File: config.mk
export PLATFORM = sky130hd
export DESIGN_NAME = edge_sync_node
export DESIGN_NICKNAME = d
export VERILOG_FILES = /design/src/rtl/esn_pkg.sv /design/src/rtl/esn_sync_chain.sv /design/src/rtl/esn_edge_det.sv /design/src/rtl/esn_master_ctl.sv /design/src/rtl/esn_rx.sv /design/src/rtl/edge_sync_node.sv
export SDC_FILE = /design/constraint.sdc
export NUM_CORES = 1
export LEC_CHECK = 0
export BUFFER_PORTS_ARGS = -buffer_cell sky130_fd_sc_hd__buf_2
export CORE_AREA = 4 4 64 125
export DETAILED_ROUTE_END_ITERATION = 7
export DIE_AREA = 0 0 68 129
export SYNTH_ARGS = -nofsm -noshare
export SYNTH_HDL_FRONTEND = slang
export SYNTH_SLANG_ARGS = --single-unit
File: constraint.sdc
create_clock -name clk -period 3.1 [get_ports clk]
set_clock_uncertainty 0.15 [all_clocks]
set_input_delay 0.31 -clock clk [delete_from_list [all_inputs] [get_ports clk]]
set_output_delay 0.31 -clock clk [all_outputs]
set_load 0.05 [all_outputs]
File: src/rtl/esn_pkg.sv
package esn_pkg;
  typedef enum logic [1:0] {
    MST_IDLE  = 2'd0,
    MST_ARMED = 2'd1,
    MST_DRIVE = 2'd2,
    MST_DRAIN = 2'd3
  } mst_state_e;

  typedef enum logic [1:0] {
    RX_IDLE = 2'd0,
    RX_SEEN = 2'd1,
    RX_DONE = 2'd2
  } rx_state_e;
endpackage

File: src/rtl/esn_sync_chain.sv
module esn_sync_chain #(
  parameter int STAGES = 2
) (
  input  logic clk,
  input  logic rst_n,
  input  logic d,
  output logic q
);
  generate
    if (STAGES <= 1) begin : g_single
      logic s_q;
      always_ff @(posedge clk or negedge rst_n) begin
        if (!rst_n) s_q <= 1'b0;
        else        s_q <= d;
      end
      assign q = s_q;
    end else begin : g_chain
      logic [STAGES-1:0] sr_q;
      always_ff @(posedge clk or negedge rst_n) begin
        if (!rst_n) sr_q <= '0;
        else        sr_q <= {sr_q[STAGES-2:0], d};
      end
      assign q = sr_q[STAGES-1];
    end
  endgenerate
endmodule

File: src/rtl/esn_edge_det.sv
module esn_edge_det (
  input  logic clk,
  input  logic rst_n,
  input  logic sig,
  output logic rise,
  output logic fall
);
  logic prev_q;
  always_ff @(posedge clk or negedge rst_n) begin
    if (!rst_n) prev_q <= 1'b0;
    else        prev_q <= sig;
  end
  assign rise = sig & ~prev_q;
  assign fall = ~sig & prev_q;
endmodule

File: src/rtl/esn_master_ctl.sv
module esn_master_ctl
  import esn_pkg::*;
#(
  parameter int DELAY_W = 16
) (
  input  logic               clk,
  input  logic               rst_n,
  input  logic               enable,
  input  logic               active,
  input  logic               trig_rise,
  input  logic               ref_fall,
  input  logic               line_lvl,
  input  logic               rx_fire,
  output logic               drive,
  output logic [DELAY_W-1:0] delay
);
  localparam logic [DELAY_W-1:0] CNT_MAX = '1;

  mst_state_e st_q, st_d;
  logic [DELAY_W-1:0] cnt_q, cnt_d, dly_q, dly_d;
  logic counting_q, counting_d;
  logic accept, dly_en;

  assign accept = active && (st_q == MST_IDLE) && trig_rise;

  always_comb begin
    st_d = st_q;
    unique case (st_q)
      MST_IDLE:  if (trig_rise)  st_d = MST_ARMED;
      MST_ARMED: if (ref_fall)   st_d = MST_DRIVE;
      MST_DRIVE: if (ref_fall)   st_d = MST_DRAIN;
      MST_DRAIN: if (!line_lvl)  st_d = MST_IDLE;
      default:                   st_d = MST_IDLE;
    endcase
    if (!active) st_d = MST_IDLE;
  end

  always_comb begin
    cnt_d      = cnt_q;
    counting_d = counting_q;
    dly_d      = dly_q;
    dly_en     = 1'b0;
    if (!enable) begin
      cnt_d      = '0;
      counting_d = 1'b0;
      dly_d      = '0;
      dly_en     = 1'b1;
    end else if (!active) begin
      counting_d = 1'b0;
    end else if (accept) begin
      cnt_d      = '0;
      counting_d = 1'b1;
    end else if (counting_q) begin
      if (rx_fire) begin
        dly_d      = cnt_q;
        dly_en     = 1'b1;
        counting_d = 1'b0;
      end else if (cnt_q != CNT_MAX) begin
        cnt_d = cnt_q + 1'b1;
      end
    end
  end

  always_ff @(posedge clk or negedge rst_n) begin
    if (!rst_n) begin
      st_q       <= MST_IDLE;
      cnt_q      <= '0;
      counting_q <= 1'b0;
    end else begin
      st_q       <= st_d;
      cnt_q      <= cnt_d;
      counting_q <= counting_d;
    end
  end

  always_ff @(posedge clk or negedge rst_n) begin
    if (!rst_n)      dly_q <= '0;
    else if (dly_en) dly_q <= dly_d;
  end

  assign drive = (st_q == MST_DRIVE);
  assign delay = dly_q;
endmodule

File: src/rtl/esn_rx.sv
module esn_rx
  import esn_pkg::*;
(
  input  logic clk,
  input  logic rst_n,
  input  logic enable,
  input  logic trig_rise,
  input  logic line_lvl,
  input  logic ref_edge,
  output logic fire,
  output logic pulse
);
  rx_state_e st_q, st_d;
  logic pulse_d, pulse_q;

  assign fire = enable && (st_q == RX_SEEN) && ref_edge;

  always_comb begin
    st_d = st_q;
    unique case (st_q)
      RX_IDLE: if (line_lvl)  st_d = RX_SEEN;
      RX_SEEN: if (ref_edge)  st_d = RX_DONE;
      RX_DONE: if (!line_lvl) st_d = RX_IDLE;
      default:                st_d = RX_IDLE;
    endcase
    if (!enable) st_d = RX_IDLE;
    pulse_d = enable ? fire : trig_rise;
  end

  always_ff @(posedge clk or negedge rst_n) begin
    if (!rst_n) begin
      st_q    <= RX_IDLE;
      pulse_q <= 1'b0;
    end else begin
      st_q    <= st_d;
      pulse_q <= pulse_d;
    end
  end

  assign pulse = pulse_q;
endmodule

File: src/rtl/edge_sync_node.sv
module edge_sync_node #(
  parameter int SYNC_STAGES = 2,
  parameter int DELAY_W     = 16
) (
  input  logic               clk,
  input  logic               rst_n,
  input  logic               is_master,
  input  logic               enable,
  input  logic               trig_in,
  input  logic               ref_in,
  input  logic               line_in,
  output logic               bus_drive_en,
  output logic               sync_pulse,
  output logic [DELAY_W-1:0] delay_cycles
);
  logic [1:0] rst_sr_q;
  logic       rst_i_n;
  logic       ref_s, line_s, ref_rise, ref_fall;
  logic       trig_q, trig_rise, rx_fire;

  always_ff @(posedge clk or negedge rst_n) begin
    if (!rst_n) rst_sr_q <= 2'b00;
    else        rst_sr_q <= {rst_sr_q[0], 1'b1};
  end
  assign rst_i_n = rst_sr_q[1];

  esn_sync_chain #(.STAGES(SYNC_STAGES)) u_ref_sync (
    .clk(clk), .rst_n(rst_i_n), .d(ref_in), .q(ref_s)
  );
  esn_sync_chain #(.STAGES(SYNC_STAGES)) u_line_sync (
    .clk(clk), .rst_n(rst_i_n), .d(line_in), .q(line_s)
  );
  esn_edge_det u_ref_edge (
    .clk(clk), .rst_n(rst_i_n), .sig(ref_s), .rise(ref_rise), .fall(ref_fall)
  );

  always_ff @(posedge clk or negedge rst_i_n) begin
    if (!rst_i_n) trig_q <= 1'b0;
    else          trig_q <= trig_in;
  end
  assign trig_rise = trig_in & ~trig_q;

  esn_master_ctl #(.DELAY_W(DELAY_W)) u_master (
    .clk(clk), .rst_n(rst_i_n), .enable(enable),
    .active(enable & is_master), .trig_rise(trig_rise),
    .ref_fall(ref_fall), .line_lvl(line_s), .rx_fire(rx_fire),
    .drive(bus_drive_en), .delay(delay_cycles)
  );

  esn_rx u_rx (
    .clk(clk), .rst_n(rst_i_n), .enable(enable), .trig_rise(trig_rise),
    .line_lvl(line_s), .ref_edge(ref_rise | ref_fall),
    .fire(rx_fire), .pulse(sync_pulse)
  );
endmodule

==> flow_metrics.env <==
export IMPL_cts_sink_count=46
export IMPL_hpwlAfterDp_mm=3.242
export IMPL_grt_pass1_vias=1620
export IMPL_fin_crit_ps=2242
export IMPL_outcome="finished clean"
export IMPL_htreeDepth=2
export IMPL_ctsHoldBuffers=3
export IMPL_critical_path_max_stage_delay_ps=400
export IMPL_rows=43
export IMPL_die_area_sq_mm=0.008772
export IMPL_place_congestion=0.7702
export IMPL_die_h_microns=129
export IMPL_syn_avg_cell_area_sq_um=10.37
export IMPL_synthAdderAreaFrac_pct=4.245
export IMPL_cts_tree="done"
export IMPL_cp_top_family="simple AND/OR/NAND/NOR gates"
export IMPL_tns_ps=0
export IMPL_worstPathArrival_ps=2280
export IMPL_final_common_cell="dfrtp_1"
export IMPL_antenna_found_initial=0
export IMPL_hold_viol_final=0
export IMPL_r2r_end="u_master.cnt_q[12]$_DFFE_PN0P_"
export IMPL_synth_edf_count=0
export IMPL_first_pass_iters=4
export IMPL_root_buffer="clkbuf_16"
export IMPL_wl_mm=4.479
export IMPL_synth_top_family_by_area="simple AND/OR/NAND/NOR gates"
export IMPL_hold_depth=1
export IMPL_synth_area_mux_share_pct=0.9703
export IMPL_slowest_stage="nand4_1"
export IMPL_cts_resized=0
export IMPL_tightest_slew_ps=966.7
export IMPL_critPathRequiredTime_ps=3140
export IMPL_ys_warn_count=0
export IMPL_drc=0
export IMPL_p_leak_nw=1.107
export IMPL_async_flop_share_pct=100.0
export IMPL_setup_viol_count_final=0
export IMPL_drive_above_1_share_pct=19.91
export IMPL_rsz0062_at_grt="no"
export IMPL_cp_num_buf_inv=1
export IMPL_postCtsSetupRepairBufs=0
export IMPL_syn_num_nets=213
export IMPL_seq_area_frac_synth_pct=55.79
export IMPL_crit_type="flip-flop to flip-flop"
export IMPL_grt_usage_pct=11.59
export IMPL_synthSimpleGateAreaFrac_pct=18.86
export IMPL_start_kind="flip-flop"
export IMPL_syn_to_final_growth_pct=20.68
export IMPL_hold_class="primary input to flip-flop"
export IMPL_power_density_mw_per_mm2=498.5
export IMPL_worstHoldEndpoint="trig_q$_DFF_PN0_"
export IMPL_cp_cell_sequence="inv_1, ha_1, nor3b_2, nand2_1, nand4_1, or2_1, o31ai_1"
export IMPL_cts_buffers_inserted=5
export IMPL_grt_pass1_wl_mm=7.624
export IMPL_final_cell_area_sq_mm=0.002490
export IMPL_drtIter0Drc=53
export IMPL_n_antenna_cell=0
export IMPL_ff2ff_setup_slack_ps=860
export IMPL_endpoint_kind="flip-flop"
export IMPL_ys_seq_elements=46
export IMPL_vias=1569
export IMPL_yosysUniqueCellTypes=35
export IMPL_postRouteAntennaNets=0
export IMPL_max_slew_margin_rel_pct=35.55
export IMPL_clk_pin_slew_ps=60
export IMPL_synth_cell_area_sq_mm=0.002063
export IMPL_hp_start="trig_in"
export IMPL_clockBufferDepth=2
export IMPL_io_pins=25
export IMPL_ir_drop_uv=245.9
export IMPL_maxCapViolations=0
export IMPL_clk_latency_ps=290
export IMPL_synth_xor_area_share_pct=0
export IMPL_crit_fanout=10
export IMPL_period_share_pct=72.33
export IMPL_nets=244
export IMPL_mostFrequentLayoutCells="dfrtp_1 (45), nand2_1 (44), buf_2 (24)"
export IMPL_synth_compound_area_share_pct=17.40
export IMPL_ys_flop_type="dfrtp_1"
export IMPL_start_util_pct=29.50
export IMPL_postSynthCellCount=199
export IMPL_port_buffers=24
export IMPL_r2r_cells=7
export IMPL_slew_violations=0
export IMPL_die_x_microns=68
export IMPL_r2r_start="u_ref_sync.g_chain.sr_q[1]$_DFF_PN0_"
export IMPL_viasPerCell=4.888
export IMPL_placed_area_sq_mm=0.002298
export IMPL_max_freq_mhz=446.0
export IMPL_gr_total_overflow=0
export IMPL_grt_start_max_net_pins=45
export IMPL_wl_per_cell_microns=13.95
export IMPL_core_sq_mm=0.006994
## registers in the layout, indices dropped and copies added (netlist names)
signal                    cells
u_master.cnt_q               16
u_master.delay               16
rst_sr_q                      2
u_line_sync.g_chain.sr_q      2
u_master.st_q                 2
u_ref_sync.g_chain.sr_q       2
u_rx.st_q                     2
trig_q                        1
u_master.counting_q           1
u_ref_edge.prev_q             1
u_rx.pulse                    1
## final cells by class
cell class              count  area, sq um
flip-flops and latches     46         1152
multi-input cells         141        864.6
clock inverters             1        8.758
inverters                   5        18.77
well taps                  90        112.6
fillers                   739         4504
repair buffers             31        180.2
clock buffers               7        152.6
## logic make-up after synthesis
| family | Yosys count |
|---|---|
| simple gates | 79 |
| flops | 46 |
| buf+inv | 12 |
| mux | 2 |
| fa+ha+maj | 7 |
| compound gates | 52 |
| other cells | 1 |
## worst max-delay path by stage
stage,endpoint,slack [ps],depth (start not counted),startpoint
6_report,u_master.cnt_q[12]$_DFFE_PN0P_,860,7,u_ref_sync.g_chain.sr_q[1]$_DFF_PN0_
5_1_grt,u_master.cnt_q[12]$_DFFE_PN0P_,640,7,u_master.st_q[0]$_DFFE_PN0P_
4_1_cts,u_master.cnt_q[12]$_DFFE_PN0P_,800,7,u_ref_sync.g_chain.sr_q[1]$_DFF_PN0_
3_5_place_dp,u_master.cnt_q[12]$_DFFE_PN0P_,820,7,u_ref_sync.g_chain.sr_q[1]$_DFF_PN0_
3_3_place_gp,u_master.delay[9]$_DFFE_PN0P_,900,7,u_ref_sync.g_chain.sr_q[1]$_DFF_PN0_
2_1_floorplan,u_master.delay[10]$_DFFE_PN0P_,1080,7,u_ref_sync.g_chain.sr_q[1]$_DFF_PN0_
## report_power, final
part / switching, mW / total (mW) / internal [mW] / leakage (nW)
clock network: 0.221 / 0.566 / 0.344 / 0.0801
logic: 0.0312 / 0.0497 / 0.0185 / 0.406
registers: 0.0163 / 0.626 / 0.610 / 0.621
## metrics by stage
step                      hold WS, ps  setup slack, ps  utilization (%)  std cells  power [mW]
after detailed placement       -50.00            818.0            32.86        310      0.6862
final                           4.426            857.9            35.60        321       1.241
after CTS                       2.426            798.7            35.60        321       1.261
after global placement         -54.38            903.7            32.86        310      0.6852
after floorplan                -135.6             1083                -        199      0.6657
after global routing            9.750            644.4            35.60        321       1.290
## per-layer routing
layer / part of all wire [%] / track usage (%)
met3: 3.0 / 2.533
met1: 39 / 12.21
met5: 0 / 0
met2: 56 / 20.65
met4: 2.5 / 5.979
## Yosys cell counts (all sizes together) (4+ instances only)
cell    count  area, sq um
dfrtp      46         1151
o21ai      19        95.09
buf         4        22.52
ha          7        87.58
o311ai      4        35.03
inv         5        18.77
nand3       4        25.02
nand4       5        37.53
o31ai      11        82.58
nor2       10        37.54
a21oi       4        20.02
o211ai     10        75.07
nand2      44        165.2
Power figures use the tool's default switching activity.
